--- config.mk ---
export PLATFORM = sky130hd
export DESIGN_NAME = stk_seq
export DESIGN_NICKNAME = d
export VERILOG_FILES = /design/src/rtl/stk_pkg.sv /design/src/rtl/stk_rst_sync.sv /design/src/rtl/stk_ctrl.sv /design/src/rtl/stk_sp.sv /design/src/rtl/stk_flagfix.sv /design/src/rtl/stk_seq.sv
export SDC_FILE = /design/constraint.sdc
export NUM_CORES = 1
export LEC_CHECK = 0
export BUFFER_PORTS_ARGS = -buffer_cell sky130_fd_sc_hd__buf_2
export CORE_ASPECT_RATIO = 1.2
export CORE_UTILIZATION = 30
export CTS_CLUSTER_DIAMETER = 100
export DETAILED_ROUTE_END_ITERATION = 10
export PLACE_DENSITY = 0.54
export SETUP_SLACK_MARGIN = 0.15
export SKIP_LAST_GASP = 1
export SYNTH_ARGS = -nofsm -noshare
export SYNTH_HDL_FRONTEND = slang
export SYNTH_SLANG_ARGS = --single-unit
--- constraint.sdc ---
create_clock -name clk -period 6.9 [get_ports clk]
set_input_delay 1.38 -clock clk [delete_from_list [all_inputs] [get_ports clk]]
set_output_delay 1.38 -clock clk [all_outputs]
set_load 0.01 [all_outputs]
--- src/rtl/stk_pkg.sv ---
`timescale 1ns/1ps
package stk_pkg;
  localparam int AW = 16;
  localparam int DW = 8;
  localparam int STW = 3;

  localparam logic [DW-1:0] STK_PAGE = 8'h01;
  localparam logic [AW-1:0] VEC_RST  = 16'hFFFC;
  localparam logic [AW-1:0] VEC_BRK  = 16'hFFFE;

  localparam int FL_Z   = 1;
  localparam int FL_I   = 2;
  localparam int FL_BRK = 4;
  localparam int FL_ONE = 5;
  localparam int FL_N   = 7;

  typedef enum logic [3:0] {
    SQ_CALL = 4'd0, SQ_RET  = 4'd1, SQ_BRK  = 4'd2, SQ_RTI  = 4'd3,
    SQ_PSHA = 4'd4, SQ_PSHF = 4'd5, SQ_PULA = 4'd6, SQ_PULF = 4'd7,
    SQ_RST  = 4'd8
  } seq_e;

  typedef enum logic [1:0] {AC_NONE, AC_PUSH, AC_PULL, AC_VEC} acc_e;

  function automatic logic [STW-1:0] seq_len(seq_e s);
    case (s)
      SQ_CALL, SQ_RET, SQ_RST: seq_len = 3'd2;
      SQ_BRK:                  seq_len = 3'd5;
      SQ_RTI:                  seq_len = 3'd3;
      default:                 seq_len = 3'd1;
    endcase
  endfunction
endpackage

--- src/rtl/stk_rst_sync.sv ---
`timescale 1ns/1ps
module stk_rst_sync #(
  parameter int STAGES = 2
) (
  input  logic clk,
  input  logic rst_n,
  output logic rst_sync_n
);
  logic [STAGES-1:0] sh_q;

  always_ff @(posedge clk or negedge rst_n) begin
    if (!rst_n) sh_q <= '0;
    else        sh_q <= {sh_q[STAGES-2:0], 1'b1};
  end

  assign rst_sync_n = sh_q[STAGES-1];
endmodule

--- src/rtl/stk_ctrl.sv ---
`timescale 1ns/1ps
module stk_ctrl
  import stk_pkg::*;
(
  input  logic           clk,
  input  logic           rst_n,
  input  logic           start,
  input  logic [2:0]     op_in,
  output seq_e           seq_q,
  output logic [STW-1:0] step_q,
  output logic           busy,
  output logic           last
);
  seq_e           seq_d;
  logic [STW-1:0] step_d;
  logic           busy_q, busy_d, adv;

  assign last = busy_q && (step_q == seq_len(seq_q) - 3'd1);
  assign adv  = busy_q || start;

  always_comb begin
    seq_d  = seq_q;
    step_d = step_q;
    busy_d = busy_q;
    if (busy_q) begin
      if (last) begin
        busy_d = 1'b0;
        step_d = '0;
      end else begin
        step_d = step_q + 3'd1;
      end
    end else if (start) begin
      busy_d = 1'b1;
      seq_d  = seq_e'({1'b0, op_in});
      step_d = '0;
    end
  end

  always_ff @(posedge clk or negedge rst_n) begin
    if (!rst_n) begin
      busy_q <= 1'b1;
      seq_q  <= SQ_RST;
      step_q <= '0;
    end else if (adv) begin
      busy_q <= busy_d;
      seq_q  <= seq_d;
      step_q <= step_d;
    end
  end

  assign busy = busy_q;

  // a running sequence keeps its operation until it finishes
  p_seq_held_r12: assert property (@(posedge clk) disable iff (!rst_n)
    (busy_q && !last) |=> (seq_q == $past(seq_q)));
  // the cycle after the last step is idle
  p_last_ends_r11: assert property (@(posedge clk) disable iff (!rst_n)
    last |=> !busy_q);
endmodule

--- src/rtl/stk_sp.sv ---
`timescale 1ns/1ps
module stk_sp
  import stk_pkg::*;
#(
  parameter logic [DW-1:0] SP_INIT = 8'h00,
  parameter int            DROP    = 3
) (
  input  logic          clk,
  input  logic          rst_n,
  input  logic          dec1,
  input  logic          inc1,
  input  logic          drop,
  output logic [DW-1:0] sp
);
  localparam logic [DW-1:0] DROP_V = DW'(DROP);
  logic [DW-1:0] sp_q, sp_d;
  logic          en;

  assign en = dec1 || inc1 || drop;

  always_comb begin
    sp_d = sp_q;
    if (dec1)      sp_d = sp_q - 8'd1;
    else if (inc1) sp_d = sp_q + 8'd1;
    else if (drop) sp_d = sp_q - DROP_V;
  end

  always_ff @(posedge clk or negedge rst_n) begin
    if (!rst_n)  sp_q <= SP_INIT;
    else if (en) sp_q <= sp_d;
  end

  assign sp = sp_q;

  // the pointer moves at most one way per cycle
  p_sp_one_move_r11: assert property (@(posedge clk) disable iff (!rst_n)
    $onehot0({dec1, inc1, drop}));
endmodule

--- src/rtl/stk_flagfix.sv ---
`timescale 1ns/1ps
module stk_flagfix
  import stk_pkg::*;
(
  input  seq_e          sel,
  input  logic [DW-1:0] base,
  input  logic [DW-1:0] pulled,
  output logic [DW-1:0] push_img,
  output logic [DW-1:0] result
);
  localparam logic [DW-1:0] M_BRK = DW'(1) << FL_BRK;
  localparam logic [DW-1:0] M_ONE = DW'(1) << FL_ONE;
  localparam logic [DW-1:0] M_I   = DW'(1) << FL_I;

  assign push_img = base | M_BRK | M_ONE;

  always_comb begin
    result = base;
    case (sel)
      SQ_BRK:  result = base | M_I;
      SQ_RTI:  result = pulled & ~M_BRK;
      SQ_PULF: result = pulled | M_BRK | M_ONE;
      SQ_RST:  result = base | M_BRK | M_ONE;
      SQ_PULA: begin
        result[FL_Z] = (pulled == '0);
        result[FL_N] = pulled[DW-1];
      end
      default: result = base;
    endcase
  end
endmodule

--- src/rtl/stk_seq.sv ---
`timescale 1ns/1ps
module stk_seq
  import stk_pkg::*;
#(
  parameter logic [7:0] SP_INIT = 8'h00
) (
  input  logic        clk,
  input  logic        rst_n,
  input  logic        start,
  input  logic [2:0]  op,
  input  logic [15:0] pc_in,
  input  logic [15:0] tgt_in,
  input  logic [7:0]  acc_in,
  input  logic [7:0]  flags_in,
  output logic [15:0] mem_addr,
  output logic [7:0]  mem_wdata,
  output logic        mem_we,
  output logic        mem_re,
  input  logic [7:0]  mem_rdata,
  output logic        busy,
  output logic        done,
  output logic [15:0] pc_out,
  output logic        pc_load,
  output logic [7:0]  acc_out,
  output logic        acc_load,
  output logic [7:0]  flags_out,
  output logic        flags_load
  ,output logic [7:0] sp
);
  logic           rst_ni;
  seq_e           seq_q;
  logic [STW-1:0] step_q;
  logic           cap_en, lo_en, sf_en;
  logic [AW-1:0]  pc_q, tgt_q, ret_val, vaddr;
  logic [DW-1:0]  acc_q, flags_q, lo_q, sflag_q;
  logic [DW-1:0]  push_img, fl_base, fl_pulled, wbyte;
  acc_e           kind;

  stk_rst_sync #(.STAGES(2)) u_sync (
    .clk(clk), .rst_n(rst_n), .rst_sync_n(rst_ni)
  );

  stk_ctrl u_ctrl (
    .clk(clk), .rst_n(rst_ni), .start(start), .op_in(op),
    .seq_q(seq_q), .step_q(step_q), .busy(busy), .last(done)
  );

  stk_sp #(.SP_INIT(SP_INIT), .DROP(3)) u_sp (
    .clk(clk), .rst_n(rst_ni),
    .dec1(mem_we),
    .inc1(busy && (kind == AC_PULL)),
    .drop(done && (seq_q == SQ_RST)),
    .sp(sp)
  );

  assign fl_base   = (seq_q == SQ_RST) ? flags_in : flags_q;
  assign fl_pulled = (seq_q == SQ_RTI) ? sflag_q : mem_rdata;

  stk_flagfix u_flag (
    .sel(seq_q), .base(fl_base), .pulled(fl_pulled),
    .push_img(push_img), .result(flags_out)
  );

  // operand capture at acceptance, byte capture on reads
  assign cap_en = !busy && start;
  assign sf_en  = mem_re && (seq_q == SQ_RTI) && (step_q == '0);
  assign lo_en  = mem_re && !sf_en;

  always_ff @(posedge clk or negedge rst_ni) begin
    if (!rst_ni) begin
      pc_q    <= '0;
      tgt_q   <= '0;
      acc_q   <= '0;
      flags_q <= '0;
    end else if (cap_en) begin
      pc_q    <= pc_in;
      tgt_q   <= tgt_in;
      acc_q   <= acc_in;
      flags_q <= flags_in;
    end
  end

  always_ff @(posedge clk or negedge rst_ni) begin
    if (!rst_ni)    lo_q <= '0;
    else if (lo_en) lo_q <= mem_rdata;
  end

  always_ff @(posedge clk or negedge rst_ni) begin
    if (!rst_ni)    sflag_q <= '0;
    else if (sf_en) sflag_q <= mem_rdata;
  end

  // per-step access decode
  assign ret_val = (seq_q == SQ_BRK) ? pc_q + 16'd1 : pc_q - 16'd1;

  always_comb begin
    kind  = AC_NONE;
    wbyte = '0;
    vaddr = '0;
    case (seq_q)
      SQ_CALL: begin
        kind  = AC_PUSH;
        wbyte = (step_q == '0) ? ret_val[15:8] : ret_val[7:0];
      end
      SQ_BRK: begin
        if (step_q < 3'd3) begin
          kind = AC_PUSH;
          case (step_q)
            3'd0:    wbyte = ret_val[15:8];
            3'd1:    wbyte = ret_val[7:0];
            default: wbyte = push_img;
          endcase
        end else begin
          kind  = AC_VEC;
          vaddr = VEC_BRK + {13'd0, step_q - 3'd3};
        end
      end
      SQ_PSHA: begin kind = AC_PUSH; wbyte = acc_q; end
      SQ_PSHF: begin kind = AC_PUSH; wbyte = push_img; end
      SQ_RET, SQ_RTI, SQ_PULA, SQ_PULF: kind = AC_PULL;
      SQ_RST: begin
        kind  = AC_VEC;
        vaddr = VEC_RST + {13'd0, step_q};
      end
      default: kind = AC_NONE;
    endcase
  end

  always_comb begin
    case (kind)
      AC_PUSH: mem_addr = {STK_PAGE, sp};
      AC_PULL: mem_addr = {STK_PAGE, sp + 8'd1};
      default: mem_addr = vaddr;
    endcase
  end

  assign mem_wdata = wbyte;
  assign mem_we    = busy && (kind == AC_PUSH);
  assign mem_re    = busy && ((kind == AC_PULL) || (kind == AC_VEC));

  // results
  always_comb begin
    case (seq_q)
      SQ_CALL: pc_out = tgt_q;
      SQ_RET:  pc_out = {mem_rdata, lo_q} + 16'd1;
      default: pc_out = {mem_rdata, lo_q};
    endcase
  end

  assign acc_out    = mem_rdata;
  assign pc_load    = done && ((seq_q == SQ_CALL) || (seq_q == SQ_RET) ||
                               (seq_q == SQ_BRK)  || (seq_q == SQ_RTI) ||
                               (seq_q == SQ_RST));
  assign acc_load   = done && (seq_q == SQ_PULA);
  assign flags_load = done && ((seq_q == SQ_BRK)  || (seq_q == SQ_RTI) ||
                               (seq_q == SQ_PULA) || (seq_q == SQ_PULF) ||
                               (seq_q == SQ_RST));

  // writes land in the stack page at the pointer
  p_push_page_r1: assert property (@(posedge clk) disable iff (!rst_ni)
    mem_we |-> (mem_addr == {8'h01, sp}));
  // pointer drops by one after each write
  p_push_dec_r1: assert property (@(posedge clk) disable iff (!rst_ni)
    mem_we |=> (sp == $past(sp) - 8'd1));
  // pointer rises by one after each stack read
  p_pull_inc_r1: assert property (@(posedge clk) disable iff (!rst_ni)
    (mem_re && (mem_addr[15:8] == 8'h01)) |=> (sp == $past(sp) + 8'd1));
  // one access per clock
  p_one_access_r11: assert property (@(posedge clk) disable iff (!rst_ni)
    !(mem_we && mem_re));
  // result strobes only in the done cycle
  p_load_in_done_r11: assert property (@(posedge clk) disable iff (!rst_ni)
    (pc_load || acc_load || flags_load) |-> (done && busy));
  // start-up sequence never writes
  p_rst_no_write_r10: assert property (@(posedge clk) disable iff (!rst_ni)
    (busy && (seq_q == SQ_RST)) |-> !mem_we);
endmodule

==> reports/results.txt <==
routed len/inst -> 17.34 microns
Rel. slew slack -> 31.66%
First-pass DRT Iterations -> 5
final hold violation count -> 0
peak supply drop -> 0.0002939 V
deepest clock path buffer count -> 2
Via Count -> 5606
CP Max Fanout -> 23
Post-DP HPWL -> 13670 microns
Avg Inst Size Synth -> 8.910 sq um
status -> finished clean
synthesized netlist cell count -> 700
share of flip-flops with an asynchronous set or reset -> 100.0%
switch share -> 49.35%
Setup CP Type -> reg -> out
switching power -> 2.163 mW
Top Metal Used -> met5
RR Startpoint -> u_ctrl.seq_q[2]$_DFFE_PN0P_
reg2reg end -> u_sp.sp[5]$_DFFE_PN0P_
Slew @ Worst Pin -> 1.012 ns
iteration-0 DRC count of the detailed router -> 276
Die ar. -> 0.02137 sq mm
critical path's largest stage delay -> 0.68 ns
minimum clock period -> 5.377 ns
Seq cells post-synth -> 81
clock power share -> 11.8%
WP data arrival -> 4.00 ns
CTS sink cnt -> 81
Layout Nets -> 880
Worst R2R Setup Slack -> 3.44 ns
Total GRT Usage -> 17.60%
worst hold-check path type -> reg -> async
Syn Std Cell Area -> 0.006237 sq mm
most frequent CP cell -> o21ai_1
Tcrit/Tclk final -> 77.92%
initial cell density of the core -> 30.69%
area leader, netlist -> dfrtp_1
cts hold-fix bufs -> 0
CTS resizes -> 0
clk_skew -> 0.008550 ns
CP endpoint kind -> output pin
post-synthesis net count -> 789
sequential share of power -> 22.3%
clock root buffer -> clkbuf_16
Met1 Wirelength -> 8472 microns
fraction of layout cells with a size suffix above 1 -> 29.02%
count of pins over their slew limit -> 0
Setup Buffers After CTS -> 0
io pins -> 133
Clock Pin Slew Worst Setup and Hold Paths -> 0.07 ns
worst path cell trace -> nor4b_4 > inv_2 > ha_1 > o21a_1 > o21ai_0 > o21ai_1 > a2111oi_0 > nor4_1 > o21ai_1 > buf_2
global route overflow -> 0
Max Freq -> 0.1860 GHz
dpl ws -> 1.906 ns
first-pass GRT wire length -> 29490 microns
Die Y -> 160.0 microns
Final setup viols -> 0
commonest non-fill, non-tap cells in the layout -> buf_2 (132), dfrtp_1 (78), mux2_2 (60)
post-synthesis sequential area ratio -> 32.54%
largest net degree at the start of global routing -> 58
via-per-instance ratio -> 5.274
unrepaired setup endpoints after global routing -> no
Slowest-stage cell, CP -> dfrtp_1
CTS tree -> done
I/O Buffers -> 132
count of cell types in the netlist -> 76
share of the synthesized area in the top cell type -> 31.70%
WL met3 -> 983 microns
Num CTS Buffers -> 9
leakage -> 3.227 nW
Fin Setup TNS -> 0 ns
Die W -> 133.6 microns
row cnt -> 57
most common cell after layout, fill and taps aside -> buf_2
Setup crit start kind -> flip-flop
placed cell count -> 1045
clk_lat worst skew -> 0.35 ns
Max Cap Viol -> 0
Primary FF master, synth -> dfrtp_1
Post-synth EDFFs -> 0
initial antenna violation count -> 3
core box area -> 0.02033 sq mm
Comb pwr share -> 65.9%
antenna violation net count after detailed routing -> 0
top post-synthesis cells by area -> dfrtp_1 (32%), mux2_2 (11%), ha_1 (5.2%)
vias in the first global route -> 5388
GP Congestion -> 0.8631
Max H-tree Level -> 3
fin cells -> 1063
synthesis-to-finish area growth -> 17.35%
Power Dens Cells -> 598.7 mW/mm^2
Synthesis Warnings -> 0
Power Internal -> 2.219 mW
FF-to-FF path depth -> 11
WP data required -> 5.52 ns
worst setup margin -> 1.523 ns
met2 wire len -> 8562 microns
DRC viols -> 0
WL final -> 18440 microns
## synthesized netlist by cell type, types with 4 or more instances
library cell and number:
clkbuf_1 29, a21o_1 11, and2_1 6, dfrtp_1 79, buf_1 8, nor2b_1 10
nand2_1 59, and3_1 9, o21ai_0 36, mux2_2 60, o21ai_1 10, o21a_1 8
inv_1 21, xor2_1 10, a21oi_1 49, buf_2 4, xnor2_1 11, a221oi_1 8
nand4_1 5, o22ai_1 16, nor4_1 6, nor2_1 54, mux2_1 7, nor3_1 6
a211oi_1 10, a31oi_1 6, nand3_1 21, mux2i_1 23, buf_4 14, ha_1 26
o211ai_1 8
## logic make-up (layout without fill, tap and decap cells)
kind of cell | count (synthesis) | after routing | synth area share, %
buffers and inverters | 79 | 175 | 5.918
AOI/OAI and AO/OA | 201 | 201 | 21.24
other | 1 | 3 | 0.06012
xor gates and xnor gates | 21 | 21 | 2.949
DFF | 81 | 81 | 32.54
adders and majority gates | 27 | 27 | 5.537
and+or+nand+nor | 200 | 200 | 15.97
muxes | 90 | 90 | 15.79
## worst max-delay path by stage
stage | startpoint | to | cells past startpoint
2_1_floorplan | u_ctrl.seq_q[3]$_DFFE_PN1P_ | mem_wdata[5] | 10
3_3_place_gp | u_ctrl.seq_q[2]$_DFFE_PN0P_ | mem_wdata[5] | 10
3_5_place_dp | u_ctrl.seq_q[2]$_DFFE_PN0P_ | mem_wdata[5] | 10
4_1_cts | u_ctrl.seq_q[2]$_DFFE_PN0P_ | mem_wdata[5] | 10
5_1_grt | u_ctrl.seq_q[2]$_DFFE_PN0P_ | mem_wdata[5] | 10
6_report | u_ctrl.seq_q[2]$_DFFE_PN0P_ | mem_wdata[5] | 10
## state kept, by name, summed over array words and instances (netlist names), 2 cells and up
name / flops
acc_q: 8
flags_q: 8
lo_q: 8
pc_q: 16
sflag_q: 7
tgt_q: 16
u_ctrl.seq_q: 4
u_ctrl.step_q: 3
u_sp.sp: 8
u_sync.sh_q: 2
## power by group through the flow
stage / clock (mW) / combinational (mW) / sequential, mW
floorplan: 0 / 2.13 / 0.868
global placement: 0 / 2.87 / 0.985
detailed placement: 0 / 2.88 / 0.990
CTS: 0.532 / 2.90 / 0.981
global route: 0.550 / 3.18 / 1.02
finish: 0.519 / 2.89 / 0.978
## through the flow
stage	utilization (%)	power (mW)	area [sq um]	hold WS, ns
after floorplan	-	3.000	6237	0.3312
after global placement	34.45	3.860	7003	0.2369
after detailed placement	34.45	3.869	7003	0.2396
after CTS	35.99	4.411	7315	0.2408
after global routing	35.99	4.759	7315	0.2577
final	36.01	4.382	7320	0.2245
## critical path, delay by kind of cell, from the launching register on
| kind | cells | cell delay (ns) |
|---|---|---|
| compound gates | 5 | 1.39 |
| fa+ha+maj | 1 | 0.47 |
| buf+inv | 2 | 0.43 |
| flops | 1 | 0.68 |
| simple gates | 2 | 0.65 |
## metal layers
metal / vias to the layer above / track usage, %
met5: - / 0
li1: 2754 / -
met1: 2665 / 22.78
met3: 28 / 3.619
met4: 4 / 6.612
met2: 155 / 28.69
## final cells by class
| type | count | area (sq um) |
|---|---|---|
| Fill cell | 2134 | 13010 |
| Inverter | 22 | 82.58 |
| Clock inverter | 6 | 72.57 |
| Sequential cell | 81 | 2033 |
| Timing Repair Buffer | 137 | 698.2 |
| Antenna cell | 2 | 5.005 |
| Clock buffer | 10 | 239.0 |
| Multi-Input combinational cell | 540 | 3857 |
| Tap cell | 265 | 331.6 |
Power figures use the tool's default switching activity.
